$ cat src/rtl/serial_cfg_bank.sv
module serial_cfg_bank #(
  parameter int WORD_W   = 32,
  parameter int ADDR_W   = 3,
  parameter int NUM_REGS = 6,
  parameter int MOD_REG  = 1,
  parameter int LOAD_REG = 0,
  parameter int MOD_LO   = 3,
  parameter int MOD_HI   = 14
) (
  input  logic                               clk,
  input  logic                               rst_n,
  input  logic                               sclk,
  input  logic                               sdata,
  input  logic                               sload,
  input  logic                               ce,
  output logic                               core_en,
  output logic [NUM_REGS*(WORD_W-ADDR_W)-1:0] cfg_o
);
  localparam int DATA_W = WORD_W - ADDR_W;
  localparam int MOD_W  = MOD_HI - MOD_LO + 1;
  localparam int M_OFS  = MOD_LO - ADDR_W;
  localparam logic [DATA_W-1:0] MOD_MASK = DATA_W'({MOD_W{1'b1}}) << M_OFS;

  logic [WORD_W-1:0] shift_q;
  logic              sclk_q, sload_q;
  logic [MOD_W-1:0]  mod_pend_q, mod_live_q;

  wire               shift_step = sclk & ~sclk_q;
  wire               commit     = sload & ~sload_q;
  wire [ADDR_W-1:0]  wr_addr    = shift_q[ADDR_W-1:0];
  wire [DATA_W-1:0]  wr_data    = shift_q[WORD_W-1:ADDR_W];

  assign core_en = ce;

  always_ff @(posedge clk or negedge rst_n) begin
    if (!rst_n) begin
      shift_q <= '0;
      sclk_q  <= 1'b0;
      sload_q <= 1'b0;
    end else begin
      sclk_q  <= sclk;
      sload_q <= sload;
      if (shift_step) shift_q <= {shift_q[WORD_W-2:0], sdata};
    end
  end

  always_ff @(posedge clk or negedge rst_n) begin
    if (!rst_n) begin
      mod_pend_q <= '0;
      mod_live_q <= '0;
    end else if (commit) begin
      if (wr_addr == ADDR_W'(MOD_REG))  mod_pend_q <= wr_data[M_OFS +: MOD_W];
      if (wr_addr == ADDR_W'(LOAD_REG)) mod_live_q <= mod_pend_q;
    end
  end

  for (genvar i = 0; i < NUM_REGS; i++) begin : g_reg
    logic [DATA_W-1:0] word_q;

    always_ff @(posedge clk or negedge rst_n) begin
      if (!rst_n)                                  word_q <= '0;
      else if (commit && wr_addr == ADDR_W'(i))    word_q <= wr_data;
    end

    if (i == MOD_REG) begin : g_buf
      assign cfg_o[i*DATA_W +: DATA_W] =
        (word_q & ~MOD_MASK) | (DATA_W'(mod_live_q) << M_OFS);
    end else begin : g_dir
      assign cfg_o[i*DATA_W +: DATA_W] = word_q;
    end
  end
endmodule

$ cat config.mk
export PLATFORM = sky130hd
export DESIGN_NAME = serial_cfg_bank
export DESIGN_NICKNAME = d
export VERILOG_FILES = /design/src/rtl/serial_cfg_bank.sv
export SDC_FILE = /design/constraint.sdc
export NUM_CORES = 1
export LEC_CHECK = 0
export ABC_AREA = 1
export BUFFER_PORTS_ARGS = -buffer_cell sky130_fd_sc_hd__buf_2
export CAP_MARGIN = 20
export CORE_MARGIN = 3
export CORE_UTILIZATION = 40
export CTS_CLUSTER_DIAMETER = 200
export DETAILED_ROUTE_END_ITERATION = 16
export PLACE_DENSITY = 0.62
export REMOVE_ABC_BUFFERS = 1
export SLEW_MARGIN = 5
export SYNTH_ARGS = -nofsm -noshare
export SYNTH_HDL_FRONTEND = slang
export SYNTH_SLANG_ARGS = --single-unit
export TNS_END_PERCENT = 1
$ cat constraint.sdc
create_clock -name clk -period 4.54 [get_ports clk]
set_clock_uncertainty 0.15 [all_clocks]
set_input_delay 0.681 -clock clk [delete_from_list [all_inputs] [get_ports clk]]
set_output_delay 0.681 -clock clk [all_outputs]
set_load 0.005 [all_outputs]
==> out/qor.txt, run 1 <==
ROUTING
-----------------------------------------------------------------------------------------------
Aggregate routed wire length                                                          24,700 um
Total via count in the routed design                                                      6,959
Routed via count divided by cell count                                                     4.99
Post-detailed-route wirelength per cell                                                 17.7 um
1st-iter DRT viols                                                                          482
DRT antenna net count                                                                         0
Number of iterations in the first detailed-routing pass                                       5
Detailed-route DRC error count                                                                0

FLOORPLAN
-----------------------------------------------------------------------------------------------
Core Footprint                                                                       0.0214 mm2
Vert. Die Dim                                                                            154 um
Area enclosed by the die boundary                                                    0.0238 mm2
Starting utilization of the core area                                                     41.2%
Die outline width                                                                        154 um
I/O pin count                                                                               181
Cell row count                                                                               53

STATUS
-----------------------------------------------------------------------------------------------
Status                                                                             finished clean

PWR
-----------------------------------------------------------------------------------------------
Net switching fraction of the power                                                       28.7%
Power density of the placed cells                                                    481 mW/mm2
Reg power frac                                                                            49.8%
Portion of total power attributed to the clock network                                    35.9%
P_sw                                                                                    1440 uW
Leakage                                                                              0.00619 uW
Share of total power in combinational logic                                               14.4%
Tot Pwr                                                                                 5000 uW
Int Power                                                                               3560 uW
Maximum resistive drop on vdd                                                          0.236 mV

CTS
-----------------------------------------------------------------------------------------------
Post-CTS setup repair buffer count                                                            0
TritonCTS clock tree                                                                      built
Maximum level of the CTS H-tree                                                               1
Number of gates given a new drive strength after cts                                          0
Clock input transition at the sequential cells of the worst setup and hold paths        0.06 ns
Clock sink total                                                                            220
Hold_buf cts                                                                                  0
Number of buffers added by the clock tree synthesis step                                     23
Clock insertion delay at the later pin of the skew report                               0.49 ns
CTS Root Cell                                                                      sky130_fd_sc_hd__clkbuf_16
Clock tree buffer depth                                                                       3

GLOBAL ROUTE
-----------------------------------------------------------------------------------------------
Met3 Track Usage GR                                                                       3.81%
Overall global routing resource usage                                                     20.3%
Global-route track usage on met2                                                          33.0%
Number of global-route vias before repair                                                 6,733
Fraction of met1 tracks used by global routing                                            29.0%
Pin count of the biggest net entering global routing                                        126
Most utilized layer in the global route result                                             met2
Aggregate global routing overflow                                                             0
Wire length of the first global-routing pass                                          39,000 um
Antenna violations before repair                                                              2

WORST SETUP PATH
-----------------------------------------------------------------------------------------------
Type of the setup path with the least slack                                          reg -> reg
Data arrival, critical path                                                             2.96 ns
Depth of the most critical reg-to-reg path                                                    5
Critical-path maximum fanout                                                                 29
Kind of launch point of the worst setup path                                               flop
Register-to-register setup slack                                                        1.81 ns
Reg-to-reg endpoint                                                                g_reg[4].word_q[13]
Type of destination of the critical path                                                   flop
Source of the worst register-to-register timing path                                 shift_q[1]
Worst EP required                                                                       4.77 ns

TIMING
-----------------------------------------------------------------------------------------------
Endpoints failing setup                                                                       0
Max-slew violation count                                                                      0
Max-slew headroom                                                                         33.9%
Final worst path period share                                                             60.1%
Setup repair after global routing missed its margin                                          no
Post-route minimum period                                                               2.73 ns
Max frequency                                                                         0.366 GHz
Sum of negative setup slack                                                                0 ns
Final-report hold violation count                                                             0
Worst slew pin tran                                                                    0.990 ns

SYNTHESIS
-----------------------------------------------------------------------------------------------
Cell type with the largest total area after synthesis                              sky130_fd_sc_hd__dfrtp_1
Post-synthesis cell type count                                                               16
Warnings, synthesis                                                                           0
Cells after Synth                                                                           999
Synthesized area divided by synthesized cell count                                     8.81 um2
Seq/Total Area, Yosys                                                                     62.5%
Flip-flop and latch count after synthesis                                                   220
Fraction of synthesized cell area taken by the top area cell type                         62.5%
Cells taking the most area after synthesis                                         sky130_fd_sc_hd__dfrtp_1 63%, sky130_fd_sc_hd__nand2_1 21%, sky130_fd_sc_hd__nand3_1 9.0%
Area of the mapped netlist                                                          0.00880 mm2

LAYOUT
-----------------------------------------------------------------------------------------------
Final antenna diode count                                                                     0
Fraction of final layout cells with drive strength greater than 1                         21.3%
Final-stage net count                                                                     1,112
Synth-to-Final Area Change                                                                18.0%
Design area                                                                          0.0104 mm2
Commonest cells after routing, fill and taps aside                                 487 x sky130_fd_sc_hd__nand2_1, 220 x sky130_fd_sc_hd__dfrtp_1, 177 x sky130_fd_sc_hd__buf_2
Most common cell after layout, fill and taps aside                                 sky130_fd_sc_hd__nand2_1
Number of standard cells in the final layout excluding fillers                            1,395
Fill cell total of the finished layout                                                    2,071

PLACEMENT
-----------------------------------------------------------------------------------------------
Post-placement cell count                                                                 1,356
Half-perimeter wire length after placement                                            14,600 um
RePlAce Congestion                                                                        0.733
Standard cell area after detailed placement                                         0.00969 mm2
Total of buffers placed on input and output ports                                           178

HOLD PATH
-----------------------------------------------------------------------------------------------
Classification of the worst-slack hold path                                         in -> async

JOB
-----------------------------------------------------------------------------------------------
# Max-Cap Violations                                                                          0

==> Yosys cell counts <==
| library cell | number |
|---|---|
| sky130_fd_sc_hd__a21oi_1 | 3 |
| sky130_fd_sc_hd__buf_1 | 1 |
| sky130_fd_sc_hd__buf_2 | 29 |
| sky130_fd_sc_hd__buf_4 | 23 |
| sky130_fd_sc_hd__buf_6 | 1 |
| sky130_fd_sc_hd__clkbuf_1 | 33 |
| sky130_fd_sc_hd__clkbuf_2 | 18 |
| sky130_fd_sc_hd__dfrtp_1 | 220 |
| sky130_fd_sc_hd__inv_1 | 6 |
| sky130_fd_sc_hd__inv_2 | 3 |
| sky130_fd_sc_hd__nand2_1 | 488 |
| sky130_fd_sc_hd__nand3_1 | 158 |
| sky130_fd_sc_hd__nor2_1 | 7 |
| sky130_fd_sc_hd__nor2_2 | 3 |
| sky130_fd_sc_hd__nor2_4 | 1 |
| sky130_fd_sc_hd__o21ai_0 | 5 |
==> per-layer routing <==
layer	routed length (um)	part of all wire, %
met1	11300	46
met2	11400	46
met3	1660	6.7
met4	296	1.2
met5	27	0.11
==> stage by stage <==
step | util (%) | worst slack [ns] | hold WS [ns]
2_1_floorplan | - | 1.54 | 0.235
3_3_place_gp | 45.2 | 1.72 | 0.299
3_5_place_dp | 45.4 | 1.66 | 0.303
4_1_cts | 48.7 | 1.78 | 0.166
5_1_grt | 48.7 | 1.57 | 0.159
6_report | 48.7 | 1.81 | 0.100
==> layout make-up <==
cell class / instances / area [um2] / share of cell area (%)
clock buffers: 31 / 636 / 6.12
clock inverters: 8 / 70.1 / 0.674
inverters: 9 / 33.8 / 0.325
multi-input cells: 665 / 2790 / 26.9
flip-flops and latches: 220 / 5510 / 53.0
well taps: 275 / 344 / 3.31
repair buffers: 187 / 1010 / 9.75
==> power groups by stage <==
stage	Sequential (uW)	Combinational, uW	Clock [uW]
after CTS	2490	733	1840
after detailed placement	2520	731	0
after floorplan	2480	299	0
after global routing	2530	816	1920
final	2490	718	1790
after global placement	2510	709	0
==> cell families after synthesis <==
group           synth area share (%)
simple gates                    30.4
compound gates                 0.455
flops                           62.5
buf+inv                         6.59
==> worst max path at each step <==
stage / from / to
after floorplan: sload / g_reg[1].word_q[11]
after global placement: sload / g_reg[0].word_q[10]
after detailed placement: sload / g_reg[0].word_q[16]
after CTS: shift_q[1] / g_reg[4].word_q[13]
after global routing: shift_q[1] / g_reg[4].word_q[4]
final: shift_q[1] / g_reg[4].word_q[13]
==> flip-flops by register name (all words and copies together), names as in the netlist <==
register,flops
g.word_q,163
mod_live_q,12
mod_pend_q,11
sclk_q,1
shift_q,32
sload_q,1
==> critical path, cell delays in order (launching register included) <==
cell and delay (ns):
sky130_fd_sc_hd__dfrtp_1 0.47, sky130_fd_sc_hd__nor2_4 0.48, sky130_fd_sc_hd__buf_4 0.44, sky130_fd_sc_hd__nand3_2 0.71, sky130_fd_sc_hd__nand2_1 0.25, sky130_fd_sc_hd__nand2_1 0.08
Power figures use the tool's default switching activity.
==> run 2: changes to the inputs <==
==> constraint.sdc (replaced) <==
create_clock -name clk -period 2.85 [get_ports clk]
set_clock_uncertainty 0.15 [all_clocks]
set_input_delay 0.4275 -clock clk [delete_from_list [all_inputs] [get_ports clk]]
set_output_delay 0.4275 -clock clk [all_outputs]
set_load 0.005 [all_outputs]
==> out/qor.txt, run 2 (synthesized netlist as in run 1, its figures left out) <==
TIMING
-----------------------------------------------------------------------------------------------
Sum of negative setup slack                                                                0 ns
Max frequency                                                                         0.450 GHz
Worst slew pin tran                                                                    0.907 ns
Max-slew headroom                                                                         39.4%
Post-route minimum period                                                               2.22 ns
Final worst path period share                                                             77.9%
Max-slew violation count                                                                      0
Endpoints failing setup                                                                       0
Final-report hold violation count                                                             0
Setup repair after global routing missed its margin                                          no

PWR
-----------------------------------------------------------------------------------------------
Net switching fraction of the power                                                       27.9%
Power density of the placed cells                                                    790 mW/mm2
Reg power frac                                                                            47.3%
P_sw                                                                                    2340 uW
Int Power                                                                               6040 uW
Leakage                                                                              0.00631 uW
Portion of total power attributed to the clock network                                    38.9%
Maximum resistive drop on vdd                                                          0.449 mV
Share of total power in combinational logic                                               13.8%

CTS
-----------------------------------------------------------------------------------------------
TritonCTS clock tree                                                                      built
CTS Root Cell                                                                      sky130_fd_sc_hd__clkbuf_16
Clock insertion delay at the later pin of the skew report                               0.50 ns
Clock input transition at the sequential cells of the worst setup and hold paths        0.06 ns
Number of buffers added by the clock tree synthesis step                                     24
Clock sink total                                                                            220
Clock tree buffer depth                                                                       3
Maximum level of the CTS H-tree                                                               1
Number of gates given a new drive strength after cts                                          0

ROUTING
-----------------------------------------------------------------------------------------------
Aggregate routed wire length                                                          24,800 um
Total via count in the routed design                                                      6,971
DRT antenna net count                                                                         0
Detailed-route DRC error count                                                                0
Number of iterations in the first detailed-routing pass                                       6
Post-detailed-route wirelength per cell                                                 17.5 um
Routed via count divided by cell count                                                     4.93
1st-iter DRT viols                                                                          483

WORST SETUP PATH
-----------------------------------------------------------------------------------------------
Critical-path maximum fanout                                                                 16
Kind of launch point of the worst setup path                                       primary input
Data arrival, critical path                                                             2.46 ns
Depth of the most critical reg-to-reg path                                                    5
Source of the worst register-to-register timing path                                 shift_q[1]
Reg-to-reg endpoint                                                                g_reg[4].word_q[23]
Type of the setup path with the least slack                                           in -> reg
Register-to-register setup slack                                                        0.78 ns
Type of destination of the critical path                                                   flop
Worst EP required                                                                       3.09 ns

LAYOUT
-----------------------------------------------------------------------------------------------
Largest registers                                                                  g.word_q (163), shift_q (32), mod_live_q (12)
Register bank with the most flops                                                      g.word_q
Footprint of the multi-input gates                                                  0.00279 mm2
Final-stage net count                                                                     1,127
Final antenna diode count                                                                     0
Synth-to-Final Area Change                                                                20.5%
Largest register FFs                                                                        163
Fill cell total of the finished layout                                                    2,045
Fraction of final layout cells with drive strength greater than 1                         22.2%
Most common cell after layout, fill and taps aside                                 sky130_fd_sc_hd__nand2_1
Register Area                                                                       0.00551 mm2
Commonest cells after routing, fill and taps aside                                 487 x sky130_fd_sc_hd__nand2_1, 220 x sky130_fd_sc_hd__dfrtp_1, 177 x sky130_fd_sc_hd__buf_2
Share of the core filled with cells                                                       49.7%

FLOORPLAN
-----------------------------------------------------------------------------------------------
I/O pin count                                                                               181
Die outline width                                                                        154 um
Vert. Die Dim                                                                            154 um
Area enclosed by the die boundary                                                    0.0238 mm2
Core Footprint                                                                       0.0214 mm2
Cell row count                                                                               53
Starting utilization of the core area                                                     41.2%

GLOBAL ROUTE
-----------------------------------------------------------------------------------------------
Antenna violations before repair                                                              1
Number of global-route vias before repair                                                 6,845
Wire length of the first global-routing pass                                          40,000 um
Pin count of the biggest net entering global routing                                         70
Overall global routing resource usage                                                     20.8%
Aggregate global routing overflow                                                             0

PLACEMENT
-----------------------------------------------------------------------------------------------
RePlAce Congestion                                                                        0.767
Half-perimeter wire length after placement                                            15,200 um
Total of buffers placed on input and output ports                                           178

HOLD PATH
-----------------------------------------------------------------------------------------------
Instance count along the most critical hold path                                              3
Beginning of the worst hold path                                                          sdata
Classification of the worst-slack hold path                                           in -> reg
Hold worst-path end                                                                  shift_q[0]

JOB
-----------------------------------------------------------------------------------------------
# Max-Cap Violations                                                                          0

STATUS
-----------------------------------------------------------------------------------------------
Status                                                                             finished clean

## run 2: changes by cell type in the layout (fill, tap and decap cells not counted), moves of 2 or more
cell and change:
sky130_fd_sc_hd__buf_4 +13, sky130_fd_sc_hd__clkbuf_8 +2, sky130_fd_sc_hd__dlygate4sd3_1 +2, sky130_fd_sc_hd__clkbuf_16 +2, sky130_fd_sc_hd__bufinv_16 +2, sky130_fd_sc_hd__clkinv_2 -2
## run 2: power by group through the flow
stage / Combinational (uW) / Sequential, uW / Clock (uW)
after floorplan: 476 / 3940 / 0
after global placement: 1150 / 4010 / 0
after detailed placement: 1170 / 4010 / 0
after CTS: 1180 / 3970 / 3310
after global routing: 1330 / 4030 / 3450
final: 1160 / 3970 / 3260
## run 2: repair_timing
item / in CTS / in global routing
setup endpoints to repair: 0 / 0
hold endpoints to repair: 54 / 0
hold buffers: 2 / 0
buffers inserted: 0 / 0
## run 2: layout make-up
class	count	share of cell area (%)
Timing Repair Buffer	201	10.4
Clock buffer	36	6.76
Multi-Input combinational cell	665	26.3
Inverter	9	0.318
Clock inverter	7	1.06
Sequential cell	220	51.9
Tap cell	275	3.24
## run 2: routing by layer
layer	part of all wire, %	GRT usage [%]	up-vias
li1	-	-	3344
met1	45	29.3	3389
met2	47	33.5	210
met3	7.3	4.84	26
met4	1.2	3.78	2
met5	0.032	0	-
## run 2: worst max-delay path by stage
stage                          start                  end  slack (ns)  cells past startpoint
final                          sload   g_reg[5].word_q[4]        0.63                      8
after global routing           sload  g_reg[2].word_q[10]        0.53                      8
after CTS                      sload   g_reg[5].word_q[6]        0.67                      8
after detailed placement       sload  g_reg[5].word_q[18]        0.72                      7
after global placement         sload   g_reg[5].word_q[5]        0.78                      7
after floorplan           shift_q[1]   g_reg[2].word_q[0]        0.03                      5
## run 2: through the flow
step	setup WS (ns)	area [um2]	total power (uW)	std cells	hold slack, ns
2_1_floorplan	0.0340	8260	4420	894	-0.0181
3_3_place_gp	0.781	9760	5160	1368	0.238
3_5_place_dp	0.721	9760	5190	1368	0.235
4_1_cts	0.667	10600	8460	1413	0.00927
5_1_grt	0.526	10600	8800	1413	0.0365
6_report	0.630	10600	8380	1413	0.0214
## run 2: critical path, cell delays in order
cell	delay (ns)
sky130_fd_sc_hd__dlygate4sd3_1	0.56
sky130_fd_sc_hd__buf_2	0.15
sky130_fd_sc_hd__inv_1	0.06
sky130_fd_sc_hd__nor2_4	0.28
sky130_fd_sc_hd__nand3_2	0.47
sky130_fd_sc_hd__buf_4	0.38
sky130_fd_sc_hd__nand2_1	0.07
sky130_fd_sc_hd__nand2_1	0.05
